--- src/rtl/gam_pkg.sv ---
package gam_pkg;
  typedef enum logic [1:0] {
    OP_ARM_HIGH = 2'b00,
    OP_ARM_LOW  = 2'b01,
    OP_CLEAR    = 2'b10,
    OP_READ     = 2'b11
  } gam_op_e;
endpackage

--- src/rtl/gam_sync.sv ---
module gam_sync #(
  parameter int W = 32
) (
  input  logic         clk,
  input  logic         rst,
  input  logic [W-1:0] d,
  output logic [W-1:0] q
);
  logic [W-1:0] meta_q;
  always_ff @(posedge clk) begin
    if (rst) begin
      meta_q <= '0;
      q      <= '0;
    end else begin
      meta_q <= d;
      q      <= meta_q;
    end
  end
endmodule

--- src/rtl/gam_client_bank.sv ---
module gam_client_bank
  import gam_pkg::*;
#(
  parameter int W  = 32,
  parameter int N  = 4,
  parameter int CW = 2
) (
  input  logic                clk,
  input  logic                rst,
  input  logic                cmd_valid,
  input  gam_op_e             cmd_op,
  input  logic [CW-1:0]       cmd_client,
  input  logic [W-1:0]        cmd_arg,
  output logic [N-1:0][W-1:0] hi_q,
  output logic [N-1:0][W-1:0] lo_q,
  output logic [W-1:0]        rd_high,
  output logic [W-1:0]        rd_low
);
  for (genvar c = 0; c < N; c++) begin : g_client
    logic hit;
    assign hit = cmd_valid && (cmd_client == CW'(c));
    always_ff @(posedge clk) begin
      if (rst) begin
        hi_q[c] <= '0;
        lo_q[c] <= '0;
      end else if (hit) begin
        case (cmd_op)
          OP_ARM_HIGH: hi_q[c] <= hi_q[c] | cmd_arg;
          OP_ARM_LOW:  lo_q[c] <= lo_q[c] | cmd_arg;
          OP_CLEAR: begin
            hi_q[c] <= hi_q[c] & ~cmd_arg;
            lo_q[c] <= lo_q[c] & ~cmd_arg;
          end
          default: ;
        endcase
      end
    end
  end

  always_ff @(posedge clk) begin
    if (rst) begin
      rd_high <= '0;
      rd_low  <= '0;
    end else if (cmd_valid && cmd_op == OP_READ) begin
      if (int'(cmd_client) < N) begin
        rd_high <= hi_q[cmd_client];
        rd_low  <= lo_q[cmd_client];
      end else begin
        rd_high <= '0;
        rd_low  <= '0;
      end
    end
  end
endmodule

--- src/rtl/gam_irq_ctrl.sv ---
module gam_irq_ctrl #(
  parameter int IW = 8
) (
  input  logic          clk,
  input  logic          rst,
  input  logic          tick,
  input  logic [IW-1:0] pins,
  input  logic [IW-1:0] hi_any,
  output logic [IW-1:0] en_q,
  output logic [IW-1:0] fired,
  output logic          irq_q
);
  logic [IW-1:0] arm_set;
  assign fired   = pins & en_q;
  assign arm_set = tick ? (~pins & hi_any) : '0;

  always_ff @(posedge clk) begin
    if (rst) begin
      en_q  <= '0;
      irq_q <= 1'b0;
    end else begin
      en_q  <= (en_q & ~fired) | arm_set;
      irq_q <= |fired;
    end
  end
endmodule

--- src/rtl/gam_wake_eval.sv ---
module gam_wake_eval #(
  parameter int W = 32,
  parameter int N = 4
) (
  input  logic                clk,
  input  logic                rst,
  input  logic                eval,
  input  logic                any_alarm,
  input  logic [W-1:0]        pins,
  input  logic [N-1:0][W-1:0] hi_q,
  input  logic [N-1:0][W-1:0] lo_q,
  output logic [N-1:0]        wake_q
);
  for (genvar c = 0; c < N; c++) begin : g_eval
    logic cond;
    assign cond = |((pins & hi_q[c]) | (~pins & lo_q[c]));
    always_ff @(posedge clk) begin
      if (rst || !any_alarm) wake_q[c] <= 1'b0;
      else if (eval)         wake_q[c] <= cond;
    end
  end
endmodule

--- src/rtl/gpio_alarm_mon.sv ---
module gpio_alarm_mon
  import gam_pkg::*;
#(
  parameter int DATA_W    = 32,
  parameter int IRQ_W     = 8,
  parameter int N_CLIENTS = 4,
  localparam int CW = (N_CLIENTS > 1) ? $clog2(N_CLIENTS) : 1
) (
  input  logic                 clk,
  input  logic                 rst,
  input  logic [DATA_W-1:0]    pins_in,
  input  logic                 tick,
  input  logic                 cmd_valid,
  input  logic [1:0]           cmd_op,
  input  logic [CW-1:0]        cmd_client,
  input  logic [DATA_W-1:0]    cmd_arg,
  output logic [DATA_W-1:0]    rd_high,
  output logic [DATA_W-1:0]    rd_low,
  output logic                 any_alarm,
  output logic [IRQ_W-1:0]     irq_en,
  output logic                 irq_out,
  output logic [N_CLIENTS-1:0] wake
);
  logic [DATA_W-1:0]                 data_s;
  logic [N_CLIENTS-1:0][DATA_W-1:0]  hi_q, lo_q;
  logic [DATA_W-1:0]                 hi_or, lo_or;
  logic [IRQ_W-1:0]                  fired;
  logic                              any_q;

  gam_sync #(.W(DATA_W)) u_sync (
    .clk(clk), .rst(rst), .d(pins_in), .q(data_s)
  );

  gam_client_bank #(.W(DATA_W), .N(N_CLIENTS), .CW(CW)) u_bank (
    .clk(clk), .rst(rst), .cmd_valid(cmd_valid), .cmd_op(gam_op_e'(cmd_op)),
    .cmd_client(cmd_client), .cmd_arg(cmd_arg), .hi_q(hi_q), .lo_q(lo_q),
    .rd_high(rd_high), .rd_low(rd_low)
  );

  always_comb begin
    hi_or = '0;
    lo_or = '0;
    for (int c = 0; c < N_CLIENTS; c++) begin
      hi_or = hi_or | hi_q[c];
      lo_or = lo_or | lo_q[c];
    end
  end

  always_ff @(posedge clk) begin
    if (rst) any_q <= 1'b0;
    else     any_q <= |(hi_or | lo_or);
  end

  gam_irq_ctrl #(.IW(IRQ_W)) u_irq (
    .clk(clk), .rst(rst), .tick(tick), .pins(data_s[IRQ_W-1:0]),
    .hi_any(hi_or[IRQ_W-1:0]), .en_q(irq_en), .fired(fired), .irq_q(irq_out)
  );

  gam_wake_eval #(.W(DATA_W), .N(N_CLIENTS)) u_wake (
    .clk(clk), .rst(rst), .eval(tick | (|fired)), .any_alarm(any_q),
    .pins(data_s), .hi_q(hi_q), .lo_q(lo_q), .wake_q(wake)
  );

  assign any_alarm = any_q;
endmodule

--- config.mk ---
export PLATFORM = sky130hd
export DESIGN_NAME = gpio_alarm_mon
export DESIGN_NICKNAME = d
export VERILOG_FILES = /design/src/rtl/gam_pkg.sv /design/src/rtl/gam_sync.sv /design/src/rtl/gam_client_bank.sv /design/src/rtl/gam_irq_ctrl.sv /design/src/rtl/gam_wake_eval.sv /design/src/rtl/gpio_alarm_mon.sv
export SDC_FILE = /design/constraint.sdc
export NUM_CORES = 1
export LEC_CHECK = 0
export CAP_MARGIN = 25
export CORE_MARGIN = 2
export CORE_UTILIZATION = 25
export DETAILED_ROUTE_END_ITERATION = 8
export DONT_BUFFER_PORTS = 1
export PLACE_DENSITY = 0.38
export SETUP_SLACK_MARGIN = 0.5
export SYNTH_ARGS = -nofsm -noshare
export SYNTH_HDL_FRONTEND = slang
export SYNTH_SLANG_ARGS = --single-unit
--- constraint.sdc ---
create_clock -name clk -period 1.7 [get_ports clk]
set_input_delay 0.085 -clock clk [delete_from_list [all_inputs] [get_ports clk]]
set_output_delay 0.085 -clock clk [all_outputs]
set_load 0.1 [all_outputs]
==> results of run 1 <==
-- Yosys cell counts --
| cell type | number | share of area [%] |
|---|---|---|
| nor4_1 | 67 | 2.4 |
| a22oi_1 | 4 | 0.17 |
| inv_1 | 2 | 0.043 |
| and4_1 | 1 | 0.050 |
| buf_1 | 2 | 0.043 |
| nand4_1 | 45 | 1.6 |
| or4_1 | 10 | 0.43 |
| nor2_2 | 4 | 0.14 |
| a21oi_1 | 328 | 9.3 |
| dfxtp_1 | 398 | 45 |
| a41oi_1 | 1 | 0.050 |
| nand2b_1 | 3 | 0.11 |
| clkbuf_1 | 207 | 4.4 |
| nor2b_1 | 65 | 2.3 |
| or2_2 | 1 | 0.036 |
| nor3_1 | 9 | 0.26 |
| nor3_4 | 2 | 0.19 |
| ha_1 | 3 | 0.21 |
| nor2_4 | 2 | 0.13 |
| a311oi_1 | 260 | 13 |
| buf_2 | 36 | 1.0 |
| mux2i_1 | 128 | 7.3 |
| buf_4 | 3 | 0.13 |
| nand2_1 | 134 | 2.9 |
| o21ai_2 | 1 | 0.050 |
| and2_1 | 1 | 0.036 |
| mux4_2 | 64 | 8.2 |
| nor2_1 | 5 | 0.11 |
-- final cells by class --
type,count,area [um^2],area share (%)
Clock inverter,23,302,1.08
Sequential cell,398,8460,30.2
Antenna cell,1,2.50,0.00894
Tap cell,940,1180,4.20
Inverter,2,26.3,0.0938
Timing Repair Buffer,581,6480,23.1
Clock buffer,63,1380,4.94
Multi-Input combinational cell,1138,10200,36.3
-- routing by layer --
layer	wire length, um	track usage [%]
met1	36500	31.0
met2	38100	35.7
met3	5920	4.98
met4	3000	7.93
met5	49	0
-- worst max-delay path by stage --
| stage | start | to | slack, ns |
|---|---|---|---|
| 2_1_floorplan | flop | any_alarm | 0.22 |
| 3_3_place_gp | u_sync.q[24] | u_wake.wake_q[2] | -0.26 |
| 3_5_place_dp | flop | any_alarm | -0.24 |
| 4_1_cts | flop | any_alarm | -0.05 |
| 5_1_grt | flop | any_alarm | -0.11 |
| 6_report | flop | any_alarm | -0.04 |
-- cells by family after synthesis --
kind of cell	after synthesis
AOI/OAI and AO/OA	594
DFF	398
and+or+nand+nor	349
buffers and inverters	250
muxes	192
adders and majority gates	3
-- layout by cell type (no fill, tap or decap), drive strengths merged, types with 3 or more instances in the layout --
cell and count:
mux2i 128, a21oi 328, a311oi 260, a22oi 4, nand2 134, buf 466, dlygate4sd3 114, clkbuf 63
inv 4, or4 10, nor4 67, nor2 11, nand4 45, ha 3, nand2b 3, mux4 64
dfxtp 398, bufinv 7, nor2b 65, clkinv 13, nor3 11
-- power by group --
group          switching [mW]  leakage, nW  internal (mW)  total (mW)
logic                    1.57         5.41           1.40        2.97
clock network            4.38        0.826           6.78        11.2
registers               0.284         3.37           9.51        9.80
-- repair_timing --
item | in CTS | in global routing
pin swaps | 59 | 41
setup endpoints to repair | 152 | 158
buffers inserted | 22 | 28
endpoints found under the hold margin | 398 | 335
resized for setup | 678 | 197
==> results.ini, run 1 <==
[final_layout]
fin_util_pct = 40.1
drive_gt1_share_pct = 54.1
fillers = 6777
syn2layout_area_growth_pct = 59.5
design_area_um2 = 28000
instances_no_fill = 3146
fin_nets = 2245

[setup_path]
start_kind = flop
crit_buf_inv = 1
cp_num_cells = 5
reg2reg_depth = 5
cp_cell_sequence = or4_4 -> nor4_4 -> buf_4 -> and4_1 -> a41oi_1
crit_type = flop to flop
cpPeakStageDelay_ns = 0.56
endpoint_kind = flop
arrival_ns = 2.19
slowest_stage = or4_4
cp_max_fo = 2
reg2reg_to = any_alarm
critPathTopFamily = simple AND/OR/NAND/NOR gates
cp.required_ns = 2.15
reg2reg_slack_ns = -0.04

[synth]
synth_compound_area_share_pct = 22.6
syn_area_um2 = 17600
syn_area_per_cell_um2 = 9.83
synth_top_family_by_area = compound AO/OA/AOI/OAI gates
synthMuxAreaShare_pct = 15.5
synthXorXnorAreaFrac_pct = 0
syn_nets = 1861
seq_area_frac_synth_pct = 45.4
ys_ff_latch = 398
yosys.area_share.simple_pct = 10.6
synthAdderAreaFrac_pct = 0.214
synthCells = 1786
yosysUniqueCellTypes = 28
yosys_warnings = 0

[detailed_routing]
vias = 17125
drtIter0Drc = 1569
routed_wl_um = 83600
drc = 0
vias_per_cell = 5.44
detail_route.first_pass.iterations = 5
postRouteAntennaNets = 0
routedWlPerCell_um = 26.6

[grt]
grt_pass1_vias = 16645
grt_pass1_wl_um = 120000
antenna_found_initial = 5
grt_max_degree = 396
grt_usage_pct = 22.9
grt_overflow = 0

[sta]
maxSlewViolCount = 0
fin_crit_sh_pct = 103
grt_setup_unrepaired = yes
hold_violations = 221
holdWs_ns = -0.385
fmax_mhz = 573
tns_ns = -0.0441
clock-skew-final_ns = 0.0219
fin_crit_ns = 1.74
worst_pin_slew_ns = 1.11
worst_slack_ns = -0.0441
max-slew-margin-rel_pct = 25.7
finalSetupViolations = 1

[clock_tree]
numCtsBuffers = 49
path_clk_slew_ns = 0.06
postCtsHoldBufs = 115
cts_buffer_depth = 3
htreeDepth = 2
clock-root-buffer = clkbuf_16
clock_latency_ns = 0.60
cts_tree = yes
cts_sinks = 398

[run]
cap_violations = 0

[floorplanning]
pin_count = 150
die_area_um2 = 72400
rows = 97
initial_core_util_pct = 25.2
coreArea_um2 = 69800
die_y_um = 269
die_x_um = 269

[power]
irDropWorstVdd_v = 0.000646
leakagePower_nw = 9.61
p_per_area_nw_per_um2 = 855
total_power_mw = 23.9

[placed_design]
hpwl_um = 58500
gp_congestion = 0.965
io_buffers = 0
dpl-instance-area_um2 = 21800
dp_slack_ns = -0.243
dp_cells = 2894

[run_status]
status = finished, violations left
violations = hold timing, setup timing

[worst_hold_path]
hold_end = u_bank.rd_high[25]
holdPathStages = 1
hp-class = input port to flop
min_from = rst

Power figures use the tool's default switching activity.
==> inputs of run 2 (changes only) <==
Settings changed: SYNTH_HIERARCHICAL from default to 1.
==> run 2 against run 1 <==
  * The run ends with hold timing, slew limit, setup timing left
  * Sequential cell count is the same
  * Count of clock-buffer cells in the layout grew 8
  * Utilization shrank 4.5 points
  * Setup slack lost 0.065 ns
  * Critical endpoint is now u_wake/wake_q[2]
  * Largest power group unchanged
==> results.ini, run 2 <==
[setup_path]
arrival_ns = 2.29
reg2reg_to = u_wake/wake_q[2]
crit_start = u_sync/q[26]
cp.required_ns = 2.18
crit_type = flop to flop
start_kind = flop
reg2reg_slack_ns = -0.11
r2r_start = u_sync/q[26]
reg2reg_depth = 5
crit_end = u_wake/wake_q[2]
cp_max_fo = 4
endpoint_kind = flop

[clock_tree]
htreeDepth = 2
cts_sinks = 398
clock_latency_ns = 0.60
path_clk_slew_ns = 0.06
numCtsBuffers = 49
cts_tree = yes
cts_buffer_depth = 3
clock-root-buffer = clkbuf_16

[final_layout]
drive_gt1_share_pct = 39.1
mostFrequentLayoutCell = dfxtp_1
most-common-layout-cells = dfxtp_1 (270), buf_4 (256), mux2i_1 (145)
design_area_um2 = 26000
instances_no_fill = 3107
syn2layout_area_growth_pct = 41.0
fin_util_pct = 35.6
fin_nets = 2184

[grt]
grt_max_degree = 335
grt_overflow = 0
grt_pass1_wl_um = 124000
grt_usage_pct = 22.5
top_usage_layer = met2
antenna_found_initial = 9
grt_pass1_vias = 16553
use_met3_pct = 3.75
use_met1_pct = 30.0
grtUsageMet2_pct = 36.2

[detailed_routing]
routed_wl_um = 87100
detail_route.first_pass.iterations = 7
vias_per_cell = 5.43
routedWlPerCell_um = 28.0
postRouteAntennaNets = 0
drtIter0Drc = 1349
drc = 0
vias = 16884

[sta]
fin_crit_sh_pct = 106
clock-skew-final_ns = 0.0272
fin_crit_ns = 1.81
hold_violations = 121
max-slew-margin-rel_pct = -21.0
finalSetupViolations = 4
tns_ns = -0.252
maxSlewViolCount = 204
worst_pin_slew_ns = 1.82
worst_slack_ns = -0.109
fmax_mhz = 553
holdWs_ns = -0.327
grt_setup_unrepaired = yes

[synth]
yosys_warnings = 6
syn_nets = 1895
netlist.area_leader.share_pct = 43.2
synth_area_leaders = dfxtp_1 (43%), mux2i_1 (9.0%), a211oi_1 (5.2%), a311oi_1 (4.8%), a21oi_1 (4.0%)
synth_common_cells = dfxtp_1 (398), mux2i_1 (166), a21oi_1 (148), a211oi_1 (128), clkbuf_1 (109)
synthCells = 1820
seq_area_frac_synth_pct = 43.2
ys_ff_latch = 398
syn_area_per_cell_um2 = 10.1
synth_area_leader_cell = dfxtp_1
yosysUniqueCellTypes = 52
syn_area_um2 = 18400
synth-edff-count = 0
synth.most_common_cell = dfxtp_1
synth_flop_cell = dfxtp_1
async_flop_share_pct = 0

[floorplanning]
die_area_um2 = 75900
rows = 99
coreArea_um2 = 73000
die_x_um = 275
die_y_um = 275
initial_core_util_pct = 25.3
pin_count = 150

[placed_design]
gp_congestion = 0.890
hpwl_um = 57000
dp_slack_ns = -0.300
dpl-instance-area_um2 = 21400
dp_cells = 2886
io_buffers = 0

[power]
irDropWorstVdd_v = 0.000603
leakagePower_nw = 9.29
total_power_mw = 22.9
p_per_area_nw_per_um2 = 880

[run]
cap_violations = 0

[run_status]
status = finished, violations left
violations = hold timing, slew limit, setup timing

[worst_hold_path]
hp-class = input port to flop

-- run 2: changes by cell type after synthesis, sizes merged, moves of 38 or more --
cell	delta
a221o	+64
a31oi	+97
nor2	+60
a311oi	-132
a211oi	+128
buf	+92
a21oi	-151
nand2	-121
mux2	+65
clkbuf	-97
mux4	-64
mux2i	+38
-- run 2: cells by family (layout without fill, tap and decap cells) --
| kind of cell | count (synthesis) | count (layout) | share of synthesized area (%) |
|---|---|---|---|
| other | 0 | 5 | 0 |
| flip-flops | 398 | 398 | 43.2 |
| AO/OA/AOI/OAI | 620 | 620 | 25.5 |
| multiplexers | 231 | 231 | 13.0 |
| buffers and inverters | 255 | 578 | 7.33 |
| AND/OR/NAND/NOR | 313 | 313 | 10.8 |
| adder cells (fa/ha/maj) | 3 | 3 | 0.204 |
-- run 2: report_power, final --
part           switching [mW]  leakage [nW]  internal [mW]  total [mW]
logic                    1.54          5.21           1.22        2.76
registers               0.248          3.31           9.49        9.74
clock network            4.30         0.769           6.06        10.4
-- run 2: worst min-delay path by stage --
stage,startpoint,end,slack (ns),cells after the start
floorplan,rst,any_alarm,0.16,1
global placement,cmd_arg[5],flop,0.18,1
detailed placement,cmd_arg[16],flop,0.19,1
CTS,rst,flop,-0.42,1
global route,rst,any_alarm,-0.42,1
finish,rst,flop,-0.33,1
-- run 2: area by class of cell --
cell class | instances | area (um^2)
well taps | 959 | 1200
clock inverters | 14 | 134
clock buffers | 71 | 1420
flip-flops and latches | 398 | 8290
fillers | 7254 | 47000
diodes | 5 | 12.5
repair buffers | 481 | 5230
multi-input cells | 1167 | 9650
inverters | 12 | 45.0
-- run 2: timing repair --
action / in CTS / in global routing
gates resized for setup: 374 / 76
pin swaps: 18 / 25
hold buffers: 111 / 2
endpoints found under the setup margin: 93 / 115
endpoints found under the hold margin: 398 / 240
setup buffers: 5 / 15
-- run 2: critical path, stage by stage (launching register included) --
cell and delay [ns]:
dfxtp_4 0.38, mux2i_4 0.29, nand4_1 0.19, or4_4 0.47, nor4_4 0.28, a21oi_1 0.09
-- run 2: layer usage --
metal  routed length (um)  up-vias
met4                 3450        6
met1                38500     8498
li1                     -     7686
met2                40600      546
met5                   46        -
met3                 4470      148
==> inputs of run 3 (changes only) <==
Settings changed: CORE_UTILIZATION 25 to 30, PLACE_DENSITY 0.38 to 0.44.
Clock period 1.7 ns to 1.8 ns, I/O delays scaled along.
==> run 3 against run 2 <==
  * Final cell count is 7.8% lower
  * Fmax is 0.28% lower
  * Critical path depth stayed put
  * Critical path type unchanged
  * Final area is 4.8% lower
  * Worst hold slack worse by 0.10 ns
  * Sequential cell count stayed put
  * Largest power group unchanged
  * The run ends with hold timing, setup timing left
  * Clock skew hardly changed
  * Setup slack better by 0.095 ns
==> results.ini, run 3 (same netlist as run 2, synthesis figures left out) <==
[sta]
grt_setup_unrepaired = yes
fin_crit_ns = 1.81
fin_crit_sh_pct = 101
tns_ns = -0.0144
clock-skew-final_ns = 0.0275
hold_violations = 272
fmax_mhz = 551
worst_slack_ns = -0.0144
holdWs_ns = -0.431
max-slew-margin-rel_pct = 42.4
finalSetupViolations = 1
maxSlewViolCount = 0
worst_pin_slew_ns = 0.865

[clock_tree]
postCtsHoldBufs = 124
htreeDepth = 2
clock_latency_ns = 0.60
cts_tree = yes
numCtsBuffers = 48
path_clk_slew_ns = 0.06
post-cts-setup-buffers = 0
clock-root-buffer = clkbuf_16
cts_buffer_depth = 3
cts_sinks = 398

[grt]
grt_overflow = 0
antenna_found_initial = 3
grt_usage_pct = 25.0
grt_pass1_vias = 16165
grt_max_degree = 335
grt_pass1_wl_um = 118000

[setup_path]
arrival_ns = 2.27
start_kind = flop
crit_type = flop to flop
cp_max_fo = 4
reg2reg_depth = 5
cp.required_ns = 2.26
endpoint_kind = flop

[detailed_routing]
routedWlPerCell_um = 28.2
vias = 16779
drtIter0Drc = 1688
drc = 0
routed_wl_um = 80900
detail_route.first_pass.iterations = 5
postRouteAntennaNets = 0
vias_per_cell = 5.86

[worst_hold_path]
hp-class = input port to flop
holdPathStages = 1

[floorplanning]
pin_count = 150
die_y_um = 252
rows = 90
initial_core_util_pct = 30.4
coreArea_um2 = 60600
die_x_um = 252
die_area_um2 = 63400

[power]
irDropWorstVdd_v = 0.000699
leakagePower_nw = 8.82
p_per_area_nw_per_um2 = 868

[placed_design]
gp_congestion = 0.906
hpwl_um = 53400
io_buffers = 0
dp_slack_ns = -0.170
dp_cells = 2651

[final_layout]
instances_no_fill = 2864
fin_nets = 2118
syn2layout_area_growth_pct = 34.1
mostFrequentLayoutCell = dfxtp_1
fin_util_pct = 40.8
drive_gt1_share_pct = 32.3
most-common-layout-cells = dfxtp_1 (319), buf_4 (189), mux2i_1 (155)

[run_status]
violations = hold timing, setup timing
status = finished, violations left

[run]
cap_violations = 0

-- run 3: area by class of cell --
cell class,count,area [um^2]
Tap cell,782,978
Sequential cell,398,8130
Inverter,12,45.0
Antenna cell,2,5.00
Timing Repair Buffer,416,4560
Clock inverter,10,95.1
Multi-Input combinational cell,1167,9420
Fill cell,5883,35900
Clock buffer,77,1480
-- run 3: timing repair --
action | CTS | global route
endpoints found under the setup margin | 83 | 20
gates resized for setup | 306 | 29
hold endpoints to repair | 398 | 333
pin swaps | 9 | 3
-- run 3: per-layer routing --
layer	part of all wire, %	vias up	global-route usage, %	wire length, um
met5	0.016	-	0	13
met4	3.2	2	8.64	2600
met3	6.0	119	3.43	4860
met2	47	685	40.8	38200
met1	44	8437	33.8	35200
li1	-	7536	-	-
-- run 3: power by group --
part | switching, mW | internal (mW) | total [mW]
logic | 1.39 | 1.06 | 2.45
clock network | 4.02 | 5.75 | 9.77
registers | 0.227 | 9.01 | 9.24
total | 5.64 | 15.8 | 21.5
-- run 3: stage by stage --
stage               cell area, um^2  total power [mW]
floorplan                     18500              10.9
global placement              20700              11.4
CTS                           24600              21.6
detailed placement            20700              11.4
global route                  24700              22.1
finish                        24700              21.5
-- run 3: critical path, stage by stage (launching register included) --
cell and delay [ns]:
dfxtp_1 0.38, nor4_1 0.47, nand4_1 0.18, nor4_2 0.35
buf_4 0.19, a41oi_2 0.10
-- run 3: worst paths after layout --
kind                            slack (ns)             to   startpoint
worst min register to register        0.46  u_irq/en_q[7]  u_sync/q[7]
worst max-delay path                 -0.01      any_alarm         flop
worst min-delay path                 -0.43           flop          rst
worst max register to register       -0.01      any_alarm         flop
